[src/rtl/dcache_maint_engine.sv]
module dcache_maint_engine #(
  parameter int SETS       = 128,
  parameter int WAYS       = 4,
  parameter int LINE_BYTES = 32,
  parameter int ADDR_W     = 32,
  localparam int SW = $clog2(SETS),
  localparam int AW = $clog2(WAYS),
  localparam int OW = $clog2(LINE_BYTES),
  localparam int TW = ADDR_W - SW - OW
) (
  input  logic              clk,
  input  logic              rst_n,
  input  logic              cmd_valid,
  output logic              cmd_ready,
  input  logic [3:0]        cmd_crm,
  input  logic [2:0]        cmd_op2,
  input  logic [ADDR_W-1:0] cmd_operand,
  output logic              rsp_valid,
  output logic              rsp_flag,
  output logic [SW-1:0]     arr_set,
  input  logic [WAYS*TW-1:0] arr_tag,
  input  logic [WAYS-1:0]   arr_valid,
  input  logic [WAYS-1:0]   arr_dirty,
  output logic [WAYS-1:0]   arr_wmask,
  output logic              arr_wvalid,
  output logic              arr_wdirty,
  output logic              wb_req,
  output logic [ADDR_W-1:0] wb_addr,
  input  logic              wb_ack,
  input  logic              wb_empty,
  input  logic              irq
);

  typedef enum logic [2:0] {ST_IDLE, ST_LINE, ST_SCAN, ST_WB, ST_DRAIN, ST_WFI} st_t;

  st_t            state;
  logic [SW-1:0]  cur_set;
  logic [AW-1:0]  cur_way;
  logic [TW-1:0]  lat_tag, wb_tag;
  logic           by_sw, do_cln, do_inv, in_scan;

  wire crm_cln  = cmd_crm == 4'd10;
  wire crm_ci   = cmd_crm == 4'd14;
  wire line_op  = (cmd_crm == 4'd6 && cmd_op2 == 3'd2) ||
                  ((crm_cln || crm_ci) && (cmd_op2 == 3'd1 || cmd_op2 == 3'd2));
  wire scan_op  = (crm_cln || crm_ci) && cmd_op2 == 3'd3;
  wire drain_op = crm_cln && cmd_op2 == 3'd4;
  wire wfi_op   = cmd_crm == 4'd0 && cmd_op2 == 3'd4;

  logic [WAYS-1:0] hitv, dirtyv;
  logic [AW-1:0]   hit_way, dirty_way, tw;
  logic            found, sel_dirty, any_dirty;

  always_comb begin
    hit_way   = '0;
    dirty_way = '0;
    for (int w = WAYS-1; w >= 0; w--) begin
      hitv[w]   = arr_valid[w] && arr_tag[w*TW +: TW] == lat_tag;
      dirtyv[w] = arr_valid[w] && arr_dirty[w];
      if (hitv[w])   hit_way   = AW'(w);
      if (dirtyv[w]) dirty_way = AW'(w);
    end
  end

  assign any_dirty = |dirtyv;
  assign found     = by_sw || |hitv;
  assign tw        = by_sw ? cur_way : hit_way;
  assign sel_dirty = dirtyv[tw];

  assign cmd_ready = state == ST_IDLE;
  assign arr_set   = cur_set;
  assign wb_req    = state == ST_WB;
  assign wb_addr   = {wb_tag, cur_set, {OW{1'b0}}};

  always_comb begin
    arr_wmask  = '0;
    arr_wvalid = 1'b0;
    arr_wdirty = 1'b0;
    case (state)
      ST_LINE: if (found && do_inv && !(do_cln && sel_dirty)) arr_wmask[tw] = 1'b1;
      ST_SCAN: if (!any_dirty && do_inv) arr_wmask = '1;
      ST_WB: if (wb_ack) begin
        arr_wmask[cur_way] = 1'b1;
        arr_wvalid         = !do_inv;
      end
      default: ;
    endcase
  end

  always_ff @(posedge clk) begin
    if (!rst_n) begin
      state     <= ST_IDLE;
      cur_set   <= '0;
      cur_way   <= '0;
      lat_tag   <= '0;
      wb_tag    <= '0;
      by_sw     <= 1'b0;
      do_cln    <= 1'b0;
      do_inv    <= 1'b0;
      in_scan   <= 1'b0;
      rsp_valid <= 1'b0;
      rsp_flag  <= 1'b0;
    end else begin
      rsp_valid <= 1'b0;
      case (state)
        ST_IDLE: if (cmd_valid) begin
          if (line_op) begin
            cur_set <= cmd_operand[OW +: SW];
            cur_way <= cmd_operand[ADDR_W-1 -: AW];
            lat_tag <= cmd_operand[ADDR_W-1 -: TW];
            by_sw   <= cmd_op2 == 3'd2;
            do_cln  <= cmd_crm != 4'd6;
            do_inv  <= cmd_crm != 4'd10;
            state   <= ST_LINE;
          end else if (scan_op) begin
            cur_set <= '0;
            do_inv  <= crm_ci;
            state   <= ST_SCAN;
          end else if (drain_op) begin
            state <= ST_DRAIN;
          end else if (wfi_op) begin
            state <= ST_WFI;
          end
        end
        ST_LINE: begin
          if (found && do_cln && sel_dirty) begin
            cur_way <= tw;
            wb_tag  <= arr_tag[tw*TW +: TW];
            in_scan <= 1'b0;
            state   <= ST_WB;
          end else begin
            state <= ST_IDLE;
          end
        end
        ST_SCAN: begin
          if (any_dirty) begin
            cur_way <= dirty_way;
            wb_tag  <= arr_tag[dirty_way*TW +: TW];
            in_scan <= 1'b1;
            state   <= ST_WB;
          end else if (cur_set == SW'(SETS-1)) begin
            rsp_valid <= 1'b1;
            rsp_flag  <= 1'b1;
            state     <= ST_IDLE;
          end else begin
            cur_set <= cur_set + 1'b1;
          end
        end
        ST_WB: if (wb_ack) begin
          if (in_scan) begin
            rsp_valid <= 1'b1;
            rsp_flag  <= 1'b0;
          end
          state <= ST_IDLE;
        end
        ST_DRAIN: if (wb_empty) state <= ST_IDLE;
        ST_WFI:   if (irq) state <= ST_IDLE;
        default:  state <= ST_IDLE;
      endcase
    end
  end

endmodule

[config.mk]
export PLATFORM = sky130hd
export DESIGN_NAME = dcache_maint_engine
export DESIGN_NICKNAME = d
export VERILOG_FILES = /design/src/rtl/dcache_maint_engine.sv
export SDC_FILE = /design/constraint.sdc
export NUM_CORES = 1
export LEC_CHECK = 0
export BUFFER_PORTS_ARGS = -buffer_cell sky130_fd_sc_hd__buf_2
export CAP_MARGIN = 0
export CORE_UTILIZATION = 50
export CTS_BUF_LIST = sky130_fd_sc_hd__clkbuf_4 sky130_fd_sc_hd__clkbuf_8 sky130_fd_sc_hd__clkbuf_16
export DETAILED_ROUTE_END_ITERATION = 16
export PLACE_DENSITY = 0.88
export SLEW_MARGIN = 20
export SYNTH_ARGS = -nofsm -noshare
export SYNTH_HDL_FRONTEND = slang
export SYNTH_SLANG_ARGS = --single-unit
[constraint.sdc]
create_clock -name clk -period 4.19 [get_ports clk]
set_input_delay 0.419 -clock clk [delete_from_list [all_inputs] [get_ports clk]]
set_output_delay 0.419 -clock clk [all_outputs]
set_load 0.02 [all_outputs]
==> results.json <==
{
  "outcome": "finished, final reports clean",
  "cts_setup_buffers": 0,
  "synth_cells": 610,
  "worstPathArrival_ps": 3650,
  "cts_hold_buffers": 0,
  "rows": 35,
  "cpPeakStageDelay_ps": 560,
  "wire_per_inst_um": 18.5,
  "clock_path_buffers": 2,
  "crit_buf_inv": 1,
  "die_y_um": 99.0,
  "htree_levels": 3,
  "min_period_ps": 4070,
  "powerDensity_mw_per_mm2": 359,
  "cts-root-buf": "clkbuf_8",
  "cts-buffers-inserted": 9,
  "hold_viol": 0,
  "cp-end-kind": "output pin",
  "nFillCells": 851,
  "synth_edf_count": 0,
  "drtAntennaViolNets": 0,
  "first_pass_iters": 5,
  "skew_ps": 12.8,
  "ioPinCount": 182,
  "antenna_found_initial": 1,
  "crit_required_ps": 3770,
  "worst_r2r_path_depth": 10,
  "dieArea_mm2": 0.00980,
  "clkSlewWorstSetupHoldPaths_ps": 70,
  "grt_max_degree": 41,
  "rsz0062_at_grt": "no",
  "slew-limit-headroom": 0.320,
  "grt_pass1_vias": 5076,
  "yosys.area.top_type_share": 0.247,
  "routed_wl_mm": 15.8,
  "syn_area_per_cell_um2": 7.71,
  "nNetsFinal": 873,
  "drc_errors": 0,
  "max_freq_mhz": 246,
  "clk_latency_ps": 350,
  "initialDrtViolationCount": 438,
  "crit_cells": 10,
  "grt_remaining_overflow": 0,
  "hold_path.class": "primary input to flip-flop",
  "cpMostUsedCell": "a211oi_2",
  "period_share": 0.970,
  "area_growth_pct": 21.2,
  "fp.coreArea_mm2": 0.00920,
  "synth-main-ff-cell": "dfxtp_1",
  "gr-usage-all-layers": 0.316,
  "crit_slowest_cell": "or4_4",
  "hold-path-cell-count": 3,
  "ctsResizeCount": 0,
  "async_flop_share": 0,
  "finalSetupViolCount": 0,
  "cp_top_family": "simple AND/OR/NAND/NOR gates",
  "grt_pass1_wl_mm": 24.2,
  "yosysTopAreaCell": "dfxtp_1",
  "synth-seq-cells": 58,
  "cts_sinks": 58,
  "diodes": 0,
  "crit_fanout": 5,
  "yosysMostFrequentCell": "nand2_1",
  "initial_core_util": 0.511,
  "worst-setup-path-type": "flip-flop to output pin",
  "maxSlewViolCount": 0,
  "whs_ps": 310,
  "worstPathCellList": "xnor2_1 > or4b_1 > or4_4 > o211ai_4 > a211oi_1 > a211oi_2 > a211oi_2 > nand3b_1 > o311ai_1 > buf_2",
  "power.leakage_uw": 0.00282,
  "ys_types": 67,
  "portBuffers": 170,
  "yosys-top-cells-count": "109 x nand2_1, 58 x a21oi_1, 58 x dfxtp_1",
  "vias": 5287,
  "synth_area_leaders": "dfxtp_1 25%, xor2_1 9.9%, mux2i_1 9.4%",
  "ys_seq_area_frac": 0.247,
  "final_layout_size_suffix_gt1_frac": 0.277,
  "place_congestion": 0.970,
  "max-cap-violations": 0,
  "tightest_slew_ps": 1020,
  "vdd_drop_max_mv": 0.217,
  "synth_warnings": 0,
  "dp_hpwl_mm": 12.3,
  "cts_tree": "yes",
  "netlist_area_mm2": 0.00470,
  "avgViaCountPerCell": 6.18,
  "finalSetupTns_ps": 0,
  "die_x_um": 99.0,
  "startpoint_type": "flip-flop",
  "fin_util": 0.620
}
==> per-stage QoR <==
step,instances,cell area (um2),power (uW),setup WS (ps)
after floorplan,615,4720,1150,606
after global placement,839,5440,1350,481
after detailed placement,839,5440,1370,405
after CTS,855,5690,2030,148
after global routing,855,5700,2130,27.3
final,855,5700,2040,124
==> registers in the layout, indices dropped and copies added (netlist names), 2 cells and up <==
name and count:
state 3, cur_way 2, lat_tag 20, wb_tag 20, arr_set 7
==> worst paths after layout <==
path                                 startpoint      endpoint  slack (ps)
worst max-delay path                 lat_tag[4]  arr_wmask[3]         120
worst min register to register        wb_tag[0]     wb_tag[0]         460
worst max register to register       lat_tag[4]    wb_tag[10]         820
worst min-delay path            cmd_operand[22]   lat_tag[10]         310
==> kinds of logic (layout without fill, tap and decap cells) <==
family,Yosys count,in the layout,synth area share
compound gates,139,139,0.210
xor+xnor,82,82,0.153
fa+ha+maj,1,1,0.00266
buf+inv,70,199,0.0737
flops,58,58,0.247
mux,44,44,0.0936
other cells,1,6,0.000797
simple gates,215,215,0.220
==> power breakdown <==
| group | switching [uW] | leakage (uW) | internal (uW) | total [uW] |
|---|---|---|---|---|
| Clock | 238 | 0.000128 | 426 | 664 |
| Sequential | 77.2 | 0.000469 | 613 | 690 |
| Combinational | 415 | 0.00222 | 275 | 690 |
==> layout by cell type, fill, tap and decap left out, drive strengths merged, types with 3 or more instances in the layout <==
master	synthesis	final
nor3b	3	3
a221o	20	20
buf	23	177
a21oi	60	60
nand3	14	14
o21ai	8	8
mux2i	44	44
bufinv	0	3
o21a	3	3
inv	5	5
a211oi	10	10
a21boi	4	4
nor2b	3	3
nand2b	4	4
nor4b	3	3
and2	5	5
nor3	10	10
conb	1	6
o311ai	3	3
nand2	109	109
and3	4	4
nand4	11	11
o211ai	4	4
nor2	23	23
o211a	3	3
nor4	13	13
dfxtp	58	58
or4	3	3
o31ai	3	3
xor2	53	53
xnor2	29	29
clkbuf	41	12
==> cell type report <==
class,count,area [um2],area share
multi-input cells,487,3220,0.565
clock inverters,4,98.8,0.0173
well taps,111,139,0.0244
clock buffers,12,153,0.0268
repair buffers,177,903,0.158
flip-flops and latches,58,1160,0.204
inverters,6,22.5,0.00395
==> per-layer routing <==
| layer | share of wire | GRT usage |
|---|---|---|
| met5 | 0.00076 | 0 |
| met4 | 0.059 | 0.211 |
| met3 | 0.10 | 0.0716 |
| met2 | 0.46 | 0.535 |
| met1 | 0.37 | 0.355 |
==> worst min-delay path: cells and delay by family <==
kind | cells | cell delay [ps]
AOI/OAI and AO/OA | 1 | 50
buffers and inverters | 1 | 90
and+or+nand+nor | 1 | 50
No activity file was read; power rests on OpenSTA's default activity.
